**src/rtl/pwac_pkg.sv**
```systemverilog
`timescale 1ns/1ps
package pwac_pkg;
    localparam int MAX_WORDS = 3;
    localparam int LEN_W     = 2;

    typedef enum logic [1:0] {
        SEQ_W0 = 2'd0,
        SEQ_W1 = 2'd1,
        SEQ_W2 = 2'd2
    } seq_state_e;

    typedef enum logic {
        PROT_GUARD_WR = 1'b0,
        PROT_GUARD_RW = 1'b1
    } prot_e;

    localparam logic [2:0] A_SEL    = 3'd0;
    localparam logic [2:0] A_UNLOCK = 3'd1;
    localparam logic [2:0] A_PW0    = 3'd2;
    localparam logic [2:0] A_ACCESS = 3'd5;
    localparam int         ACC_PROT_BIT = 4;
endpackage

```
**src/rtl/pwac_unlock_seq.sv**
```systemverilog
`timescale 1ns/1ps
module pwac_unlock_seq
    import pwac_pkg::*;
#(
    parameter int WORD_W = 32,
    localparam int PW_W  = MAX_WORDS * WORD_W
) (
    input  logic              clk,
    input  logic              rst_n,
    input  logic              abort,
    input  logic              unl_we,
    input  logic [WORD_W-1:0] unl_data,
    input  logic [PW_W-1:0]   pw,
    input  logic [LEN_W-1:0]  len,
    output logic              do_unlock,
    output logic              do_relock
);
    localparam logic [WORD_W-1:0] RELOCK_WORD = '1;

    seq_state_e        state_q, state_d;
    logic [WORD_W-1:0] expect_w;
    logic              has_pw;
    logic              final_w;
    logic              is_relock;
    logic              match;

    always_comb begin
        unique case (state_q)
            SEQ_W0:  expect_w = pw[0 +: WORD_W];
            SEQ_W1:  expect_w = pw[WORD_W +: WORD_W];
            SEQ_W2:  expect_w = pw[2*WORD_W +: WORD_W];
            default: expect_w = pw[0 +: WORD_W];
        endcase
    end

    assign has_pw    = (len != '0);
    assign final_w   = ({1'b0, state_q} + 3'd1) >= {1'b0, len};
    assign is_relock = (unl_data == RELOCK_WORD);
    assign match     = has_pw && !is_relock && (unl_data == expect_w);

    // next state
    always_comb begin
        state_d = state_q;
        if (abort) begin
            state_d = SEQ_W0;
        end else if (unl_we) begin
            if (is_relock || !match) begin
                state_d = SEQ_W0;
            end else if (final_w) begin
                state_d = SEQ_W0;
            end else begin
                unique case (state_q)
                    SEQ_W0:  state_d = SEQ_W1;
                    SEQ_W1:  state_d = SEQ_W2;
                    default: state_d = SEQ_W0;
                endcase
            end
        end
    end

    // state register
    always_ff @(posedge clk or negedge rst_n) begin
        if (!rst_n) state_q <= SEQ_W0;
        else        state_q <= state_d;
    end

    // outputs
    always_comb begin
        do_unlock = 1'b0;
        do_relock = 1'b0;
        if (unl_we && !abort) begin
            if (is_relock)              do_relock = 1'b1;
            else if (match && final_w)  do_unlock = 1'b1;
        end
    end

    p_abort_restart_r10: assert property (@(posedge clk) disable iff (!rst_n)
        abort |=> state_q == SEQ_W0);

    p_mismatch_restart_r6: assert property (@(posedge clk) disable iff (!rst_n)
        (unl_we && !abort && has_pw && !is_relock && unl_data != expect_w)
        |=> state_q == SEQ_W0);

    p_relock_restart_r7: assert property (@(posedge clk) disable iff (!rst_n)
        (unl_we && is_relock) |=> state_q == SEQ_W0);

    p_advance_r5: assert property (@(posedge clk) disable iff (!rst_n)
        (unl_we && !abort && match && !final_w) |=> state_q != $past(state_q));
endmodule

```
**src/rtl/pwac_store.sv**
```systemverilog
`timescale 1ns/1ps
module pwac_store
    import pwac_pkg::*;
#(
    parameter int NBLK   = 4,
    parameter int WORD_W = 32,
    parameter int SELW   = 2,
    localparam int PW_W  = MAX_WORDS * WORD_W
) (
    input  logic                           clk,
    input  logic                           rst_n,
    input  logic [SELW-1:0]                sel,
    input  logic                           pl_ok,
    input  logic [SELW-1:0]                pl_blk,
    input  logic [LEN_W-1:0]               pl_len,
    input  logic                           pl_prot,
    input  logic [PW_W-1:0]                pl_pw,
    input  logic [MAX_WORDS-1:0]           pw_we,
    input  logic                           acc_we,
    input  logic [WORD_W-1:0]              wdata,
    input  logic                           do_unlock,
    input  logic                           do_relock,
    output logic [NBLK-1:0][PW_W-1:0]      pw_all,
    output logic [NBLK-1:0][LEN_W-1:0]     len_all,
    output logic [NBLK-1:0]                prot_all,
    output logic [NBLK-1:0]                lock_all
);
    for (genvar i = 0; i < NBLK; i++) begin : g_blk
        logic hit_pl;
        logic hit_sel;
        assign hit_pl  = pl_ok && (pl_blk == SELW'(i));
        assign hit_sel = (sel == SELW'(i));

        // retained configuration: no reset
        always_ff @(posedge clk) begin
            if (hit_pl) begin
                pw_all[i]   <= pl_pw;
                len_all[i]  <= pl_len;
                prot_all[i] <= pl_prot;
            end else if (hit_sel) begin
                for (int k = 0; k < MAX_WORDS; k++) begin
                    if (pw_we[k]) pw_all[i][k*WORD_W +: WORD_W] <= wdata;
                end
                if (acc_we) begin
                    len_all[i]  <= wdata[LEN_W-1:0];
                    prot_all[i] <= wdata[ACC_PROT_BIT];
                end
            end
        end

        always_ff @(posedge clk or negedge rst_n) begin
            if (!rst_n)                    lock_all[i] <= 1'b1;
            else if (hit_pl)               lock_all[i] <= 1'b1;
            else if (hit_sel && do_relock) lock_all[i] <= 1'b1;
            else if (hit_sel && do_unlock) lock_all[i] <= 1'b0;
        end

        p_cfg_hold_r9: assert property (@(posedge clk) disable iff (!rst_n)
            (lock_all[i] && len_all[i] != '0 && !hit_pl)
            |=> $stable(len_all[i]) && $stable(prot_all[i]) && $stable(pw_all[i]));

        p_unlock_source_r5: assert property (@(posedge clk) disable iff (!rst_n)
            $fell(lock_all[i]) |-> $past(do_unlock && sel == SELW'(i)));
    end
endmodule

```
**src/rtl/pwac_grant.sv**
```systemverilog
`timescale 1ns/1ps
module pwac_grant
    import pwac_pkg::*;
(
    input  logic  has_pw,
    input  logic  locked,
    input  prot_e prot,
    output logic  rd_ok,
    output logic  wr_ok
);
    always_comb begin
        rd_ok = 1'b1;
        wr_ok = 1'b1;
        if (has_pw) begin
            unique case (prot)
                PROT_GUARD_WR: begin
                    rd_ok = 1'b1;
                    wr_ok = !locked;
                end
                PROT_GUARD_RW: begin
                    rd_ok = !locked;
                    wr_ok = !locked;
                end
                default: begin
                    rd_ok = 1'b0;
                    wr_ok = 1'b0;
                end
            endcase
        end
    end
endmodule

```
**src/rtl/pw_access_ctrl.sv**
```systemverilog
`timescale 1ns/1ps
module pw_access_ctrl
    import pwac_pkg::*;
#(
    parameter int NBLK   = 4,
    parameter int WORD_W = 32,
    localparam int SELW  = (NBLK > 1) ? $clog2(NBLK) : 1,
    localparam int PW_W  = MAX_WORDS * WORD_W
) (
    input  logic              clk,
    input  logic              rst_n,
    input  logic              pl_valid,
    input  logic [SELW-1:0]   pl_blk,
    input  logic [LEN_W-1:0]  pl_len,
    input  logic              pl_prot,
    input  logic [PW_W-1:0]   pl_pw,
    input  logic              reg_we,
    input  logic [2:0]        reg_addr,
    input  logic [WORD_W-1:0] reg_wdata,
    output logic [WORD_W-1:0] reg_rdata,
    output logic [SELW-1:0]   blk_sel,
    output logic              rd_allow,
    output logic              wr_allow
);
    logic [SELW-1:0]              sel_q;
    logic [NBLK-1:0][PW_W-1:0]    pw_all;
    logic [NBLK-1:0][LEN_W-1:0]   len_all;
    logic [NBLK-1:0]              prot_all;
    logic [NBLK-1:0]              lock_all;

    logic [PW_W-1:0]      pw_sel;
    logic [LEN_W-1:0]     len_sel;
    logic                 prot_sel;
    logic                 has_sel;
    logic                 sel_locked;
    logic                 master_lk;
    logic                 pl_ok;
    logic                 pl_master;
    logic                 sel_wr;
    logic                 unl_we;
    logic                 cfg_ok;
    logic [MAX_WORDS-1:0] pw_we;
    logic                 acc_we;
    logic                 abort;
    logic                 do_unlock;
    logic                 do_relock;

    assign pw_sel     = pw_all[sel_q];
    assign len_sel    = len_all[sel_q];
    assign prot_sel   = prot_all[sel_q];
    assign has_sel    = (len_sel != '0);
    assign sel_locked = has_sel && lock_all[sel_q];
    assign master_lk  = (len_all[0] != '0) && lock_all[0];

    assign pl_ok     = pl_valid && (32'(pl_blk) < NBLK);
    assign pl_master = pl_ok && (pl_blk == '0) && (pl_len != '0);

    // register write decode
    assign sel_wr = reg_we && (reg_addr == A_SEL) && !master_lk
                    && (reg_wdata < WORD_W'(NBLK));
    assign unl_we = reg_we && (reg_addr == A_UNLOCK);
    assign cfg_ok = !master_lk && !sel_locked;
    always_comb begin
        for (int k = 0; k < MAX_WORDS; k++) begin
            pw_we[k] = reg_we && cfg_ok && (reg_addr == 3'(A_PW0 + k));
        end
    end
    assign acc_we = reg_we && cfg_ok && (reg_addr == A_ACCESS);
    assign abort  = sel_wr || acc_we || (|pw_we) || pl_ok;

    always_ff @(posedge clk or negedge rst_n) begin
        if (!rst_n)         sel_q <= '0;
        else if (pl_master) sel_q <= '0;
        else if (sel_wr)    sel_q <= reg_wdata[SELW-1:0];
    end
    assign blk_sel = sel_q;

    // read-back
    always_comb begin
        reg_rdata = '0;
        unique case (reg_addr)
            A_SEL:    reg_rdata[SELW-1:0] = sel_q;
            A_UNLOCK: reg_rdata[1:0] = {master_lk, sel_locked};
            A_ACCESS: begin
                reg_rdata[LEN_W-1:0]     = len_sel;
                reg_rdata[ACC_PROT_BIT]  = prot_sel;
            end
            default:  reg_rdata = '0;
        endcase
    end

    pwac_unlock_seq #(.WORD_W(WORD_W)) i_seq (
        .clk       (clk),
        .rst_n     (rst_n),
        .abort     (abort),
        .unl_we    (unl_we),
        .unl_data  (reg_wdata),
        .pw        (pw_sel),
        .len       (len_sel),
        .do_unlock (do_unlock),
        .do_relock (do_relock)
    );

    pwac_store #(.NBLK(NBLK), .WORD_W(WORD_W), .SELW(SELW)) i_store (
        .clk       (clk),
        .rst_n     (rst_n),
        .sel       (sel_q),
        .pl_ok     (pl_ok),
        .pl_blk    (pl_blk),
        .pl_len    (pl_len),
        .pl_prot   (pl_prot),
        .pl_pw     (pl_pw),
        .pw_we     (pw_we),
        .acc_we    (acc_we),
        .wdata     (reg_wdata),
        .do_unlock (do_unlock),
        .do_relock (do_relock),
        .pw_all    (pw_all),
        .len_all   (len_all),
        .prot_all  (prot_all),
        .lock_all  (lock_all)
    );

    pwac_grant i_grant (
        .has_pw (has_sel),
        .locked (lock_all[sel_q]),
        .prot   (prot_e'(prot_sel)),
        .rd_ok  (rd_allow),
        .wr_ok  (wr_allow)
    );

    p_master_sel_r8: assert property (@(posedge clk) disable iff (!rst_n)
        master_lk |-> sel_q == '0);

    p_locked_no_write_r3: assert property (@(posedge clk) disable iff (!rst_n)
        sel_locked |-> !wr_allow);

    p_mode1_locked_r4: assert property (@(posedge clk) disable iff (!rst_n)
        (sel_locked && prot_sel) |-> !rd_allow);

    p_sel_range_r11: assert property (@(posedge clk) disable iff (!rst_n)
        sel_wr |=> 32'(sel_q) < NBLK);
endmodule

```
**config.mk**
```make
export PLATFORM = sky130hd
export DESIGN_NAME = pw_access_ctrl
export DESIGN_NICKNAME = d
export VERILOG_FILES = /design/src/rtl/pwac_pkg.sv /design/src/rtl/pwac_unlock_seq.sv /design/src/rtl/pwac_store.sv /design/src/rtl/pwac_grant.sv /design/src/rtl/pw_access_ctrl.sv
export SDC_FILE = /design/constraint.sdc
export NUM_CORES = 1
export LEC_CHECK = 0
export BUFFER_PORTS_ARGS = -buffer_cell sky130_fd_sc_hd__buf_2
export CAP_MARGIN = 15
export CELL_PAD_IN_SITES_DETAIL_PLACEMENT = 0
export CELL_PAD_IN_SITES_GLOBAL_PLACEMENT = 1
export CORE_ASPECT_RATIO = 1.5
export CORE_UTILIZATION = 43
export DETAILED_ROUTE_END_ITERATION = 8
export PLACE_DENSITY_LB_ADDON = 0.1
export SYNTH_ARGS = -nofsm -noshare
export SYNTH_HDL_FRONTEND = slang
export SYNTH_SLANG_ARGS = --single-unit
```
**constraint.sdc**
```tcl
create_clock -name clk -period 5.55 [get_ports clk]
set_input_delay 1.11 -clock clk [delete_from_list [all_inputs] [get_ports clk]]
set_output_delay 1.11 -clock clk [all_outputs]
set_load 0.01 [all_outputs]
```
==> results_dict.tcl <==
set metrics [dict create \
    outcome "finished, final reports clean" \
    r2r_end "i_store.lock_all[0]" \
    place_ws_ps 1230 \
    drv_slew 0 \
    syn_area_per_cell_um2 10.6 \
    ir_drop_mv 0.197 \
    viasPerCell 5.87 \
    grt_max_degree 69 \
    max_freq_mhz 228 \
    setup_violations 0 \
    drt.antenna.violating_nets 0 \
    relSlewSlack_pct 21.0 \
    overflow 0 \
    synthesis.instances 1944 \
    pin_count 176 \
    port_buffers 146 \
    min_period_over_period_pct 78.9 \
    h-tree-depth 2 \
    fin_nets 2184 \
    cts_hold_buffers 0 \
    insertedDiodeCount 0 \
    synth_common_cells "nand2_1 (916), edfxtp_1 (396), clkbuf_1 (94), mux2i_1 (83), mux4_2 (60)" \
    drc 0 \
    insertion_delay_ps 550 \
    cts_resized 0 \
    clock-sinks 404 \
    fin_setup_tns_ps 0 \
    ff2ff_setup_slack_ps 1170 \
    tightest_slew_ps 1180 \
    die_x_um 181 \
    cp-end-kind "flop" \
    reg2reg_from "i_seq.state_q[1]" \
    hpwl_um 47900 \
    p_switching_mw 1.68 \
    yosysWarnings 0 \
    die_h_um 270 \
    avgRoutedWirePerCell_um 27.3 \
    numCtsBuffers 40 \
    yosysTopAreaCell "edfxtp_1" \
    firstDrtPassIters 5 \
    grt.total_usage_pct 30.0 \
    worstSetupPathType "reg2reg" \
    synth-edff-count 396 \
    power_density_nw_per_um2 297 \
    synth-seq-cells 404 \
    maxCapViolCount 0 \
    grt_pass1_vias 15600 \
    finalWirelength_um 72600 \
    synth_top_area_share_pct 57.7 \
    areaGrowthSynthToFinish_pct 12.4 \
    comb_power_share_pct 9.2 \
    antenna_found_initial 0 \
    hold_viol 0 \
    num_rows 97 \
    syn-cell-area_um2 20600 \
    die_area_um2 48800 \
    fin_crit_ps 4380 \
    switching_share_pct 24.4 \
    p_int_mw 5.20 \
    drive_gt1_share_pct 15.7 \
    synthArstFlopShare_pct 1.98 \
    drtIter0Drc 1851 \
    critical_path.max_fanout 19 \
    clkTransAtPathRegs_ps 70 \
    seqPwrFrac_pct 51.9 \
    grt_setup_unrepaired "false" \
    vias 15600 \
    clk_path_buf_depth 3 \
    placed_area_um2 21900 \
    start_util_pct 43.9 \
    clock_skew_ps 11.2 \
    cp-start-kind "flop" \
    design_area_um2 23200 \
    synthFlopType "edfxtp_1" \
    cp.required_ps 5980 \
    reg2reg_depth 10 \
    worst_slack_ps 1170 \
    cts_tree "yes" \
    cts_setup_buffers 0 \
    clock_power_share_pct 38.9 \
    cts-root-buf "clkbuf_16" \
    synth_area_leaders "edfxtp_1 (58%), nand2_1 (17%), mux4_2 (6.6%)" \
    worstPathArrival_ps 4810 \
    min_path_type "in2async" \
    yosysMostFrequentCell "nand2_1" \
    finalWeightedCongestion 0.904 \
    ys_seq_area_share_pct 58.7 \
    grt_pass1_wl_um 106000 \
    p_leak_nw 8.73 \
    coreArea_um2 47000 \
    synth.distinct_cells 71 \
]
==> through the flow <==
stage	hold slack, ps	power [mW]	utilization (%)	cells
floorplan	471	3.96	-	1972
global placement	501	4.25	46.7	2590
detailed placement	491	4.26	46.7	2590
CTS	406	6.89	49.3	2660
global route	418	7.06	49.3	2660
finish	419	6.87	49.3	2660
==> cells by family (layout without fill, tap and decap cells) <==
group                      Yosys count  count (layout)  synth area share (%)
AOI/OAI and AO/OA                  152             152                  4.92
and+or+nand+nor                   1038            1038                  20.0
adders and majority gates            6               6                 0.401
xor gates and xnor gates            20              20                 0.850
other                                1              29                0.0182
muxes                              147             147                  11.0
buffers and inverters              176             270                  4.11
DFF                                404             404                  58.7
==> per-layer routing <==
layer  part of all wire, %  routed length (um)  GRT usage [%]  vias up
li1                      -                   -              -     6937
met1                    39               28600           39.1     7690
met2                    50               36400           51.6      830
met3                   7.1                5120           3.01      151
met4                   3.4                2460           11.1        0
met5                     0                   0              0        -
==> worst max-delay path, cell delays in order (launching register included) <==
cell and delay, ps:
dfrtp_1 450, inv_1 110, ha_1 810, nand2_2 590, o221ai_1 320, a21oi_1 80, mux2_2 290, or4_1 520
or4_4 540, o41ai_1 430, nand3_1 120
==> layout by cell type, fill, tap and decap left out, drive strengths merged, types with 3 or more instances in the layout <==
cell,netlist,routed
o221ai,7,7
nand4,14,14
nand2b,7,7
a21o,12,12
dfstp,4,4
clkbuf,95,50
or4,4,4
o41ai,4,4
edfxtp,396,396
inv,21,23
nor4,14,14
mux4,62,62
xnor2,14,14
and3,4,4
o22ai,33,33
conb,1,29
o31a,3,3
o21a,3,3
buf,60,179
clkinv,0,14
nand3,13,13
a22oi,8,8
o21ai,37,37
or3,5,5
bufinv,0,3
o211ai,4,4
nor3,9,9
or2,3,3
a31oi,5,5
nand2,917,917
a211oi,3,3
nor2,36,36
a21oi,15,15
ha,5,5
xor2,6,6
mux2i,83,83
dfrtp,4,4
==> power groups by stage <==
stage / registers, mW / logic [mW] / clock network, mW
2_1_floorplan: 3.62 / 0.337 / 0
3_3_place_gp: 3.63 / 0.623 / 0
3_5_place_dp: 3.63 / 0.627 / 0
4_1_cts: 3.57 / 0.628 / 2.70
5_1_grt: 3.58 / 0.681 / 2.80
6_report: 3.57 / 0.631 / 2.68
==> flip-flops by register name (all words and copies together), names as in the netlist <==
register	cells
i_store.pw_all	384
i_store.len_all	8
i_store.lock_all	4
i_store.prot_all	4
blk_sel	2
i_seq.state_q	2
==> final cells by class <==
cell class | instances | area [um2]
fillers | 4245 | 23800
clock buffers | 50 | 1060
flip-flops and latches | 404 | 12100
clock inverters | 20 | 176
repair buffers | 179 | 1070
multi-input cells | 1392 | 7940
well taps | 594 | 743
inverters | 21 | 78.8
==> worst max path at each step <==
stage,slack (ps),cells after the start,from,end
after CTS,1190,10,i_seq.state_q[1],i_store.lock_all[0]
after detailed placement,1230,10,i_seq.state_q[1],i_store.lock_all[0]
after global routing,970,10,i_seq.state_q[1],i_store.lock_all[0]
after global placement,1230,10,i_seq.state_q[1],i_store.lock_all[0]
final,1170,10,i_seq.state_q[1],i_store.lock_all[0]
after floorplan,150,11,blk_sel[1],i_store.pw_all[352]
(Power assumes the default switching activity.)
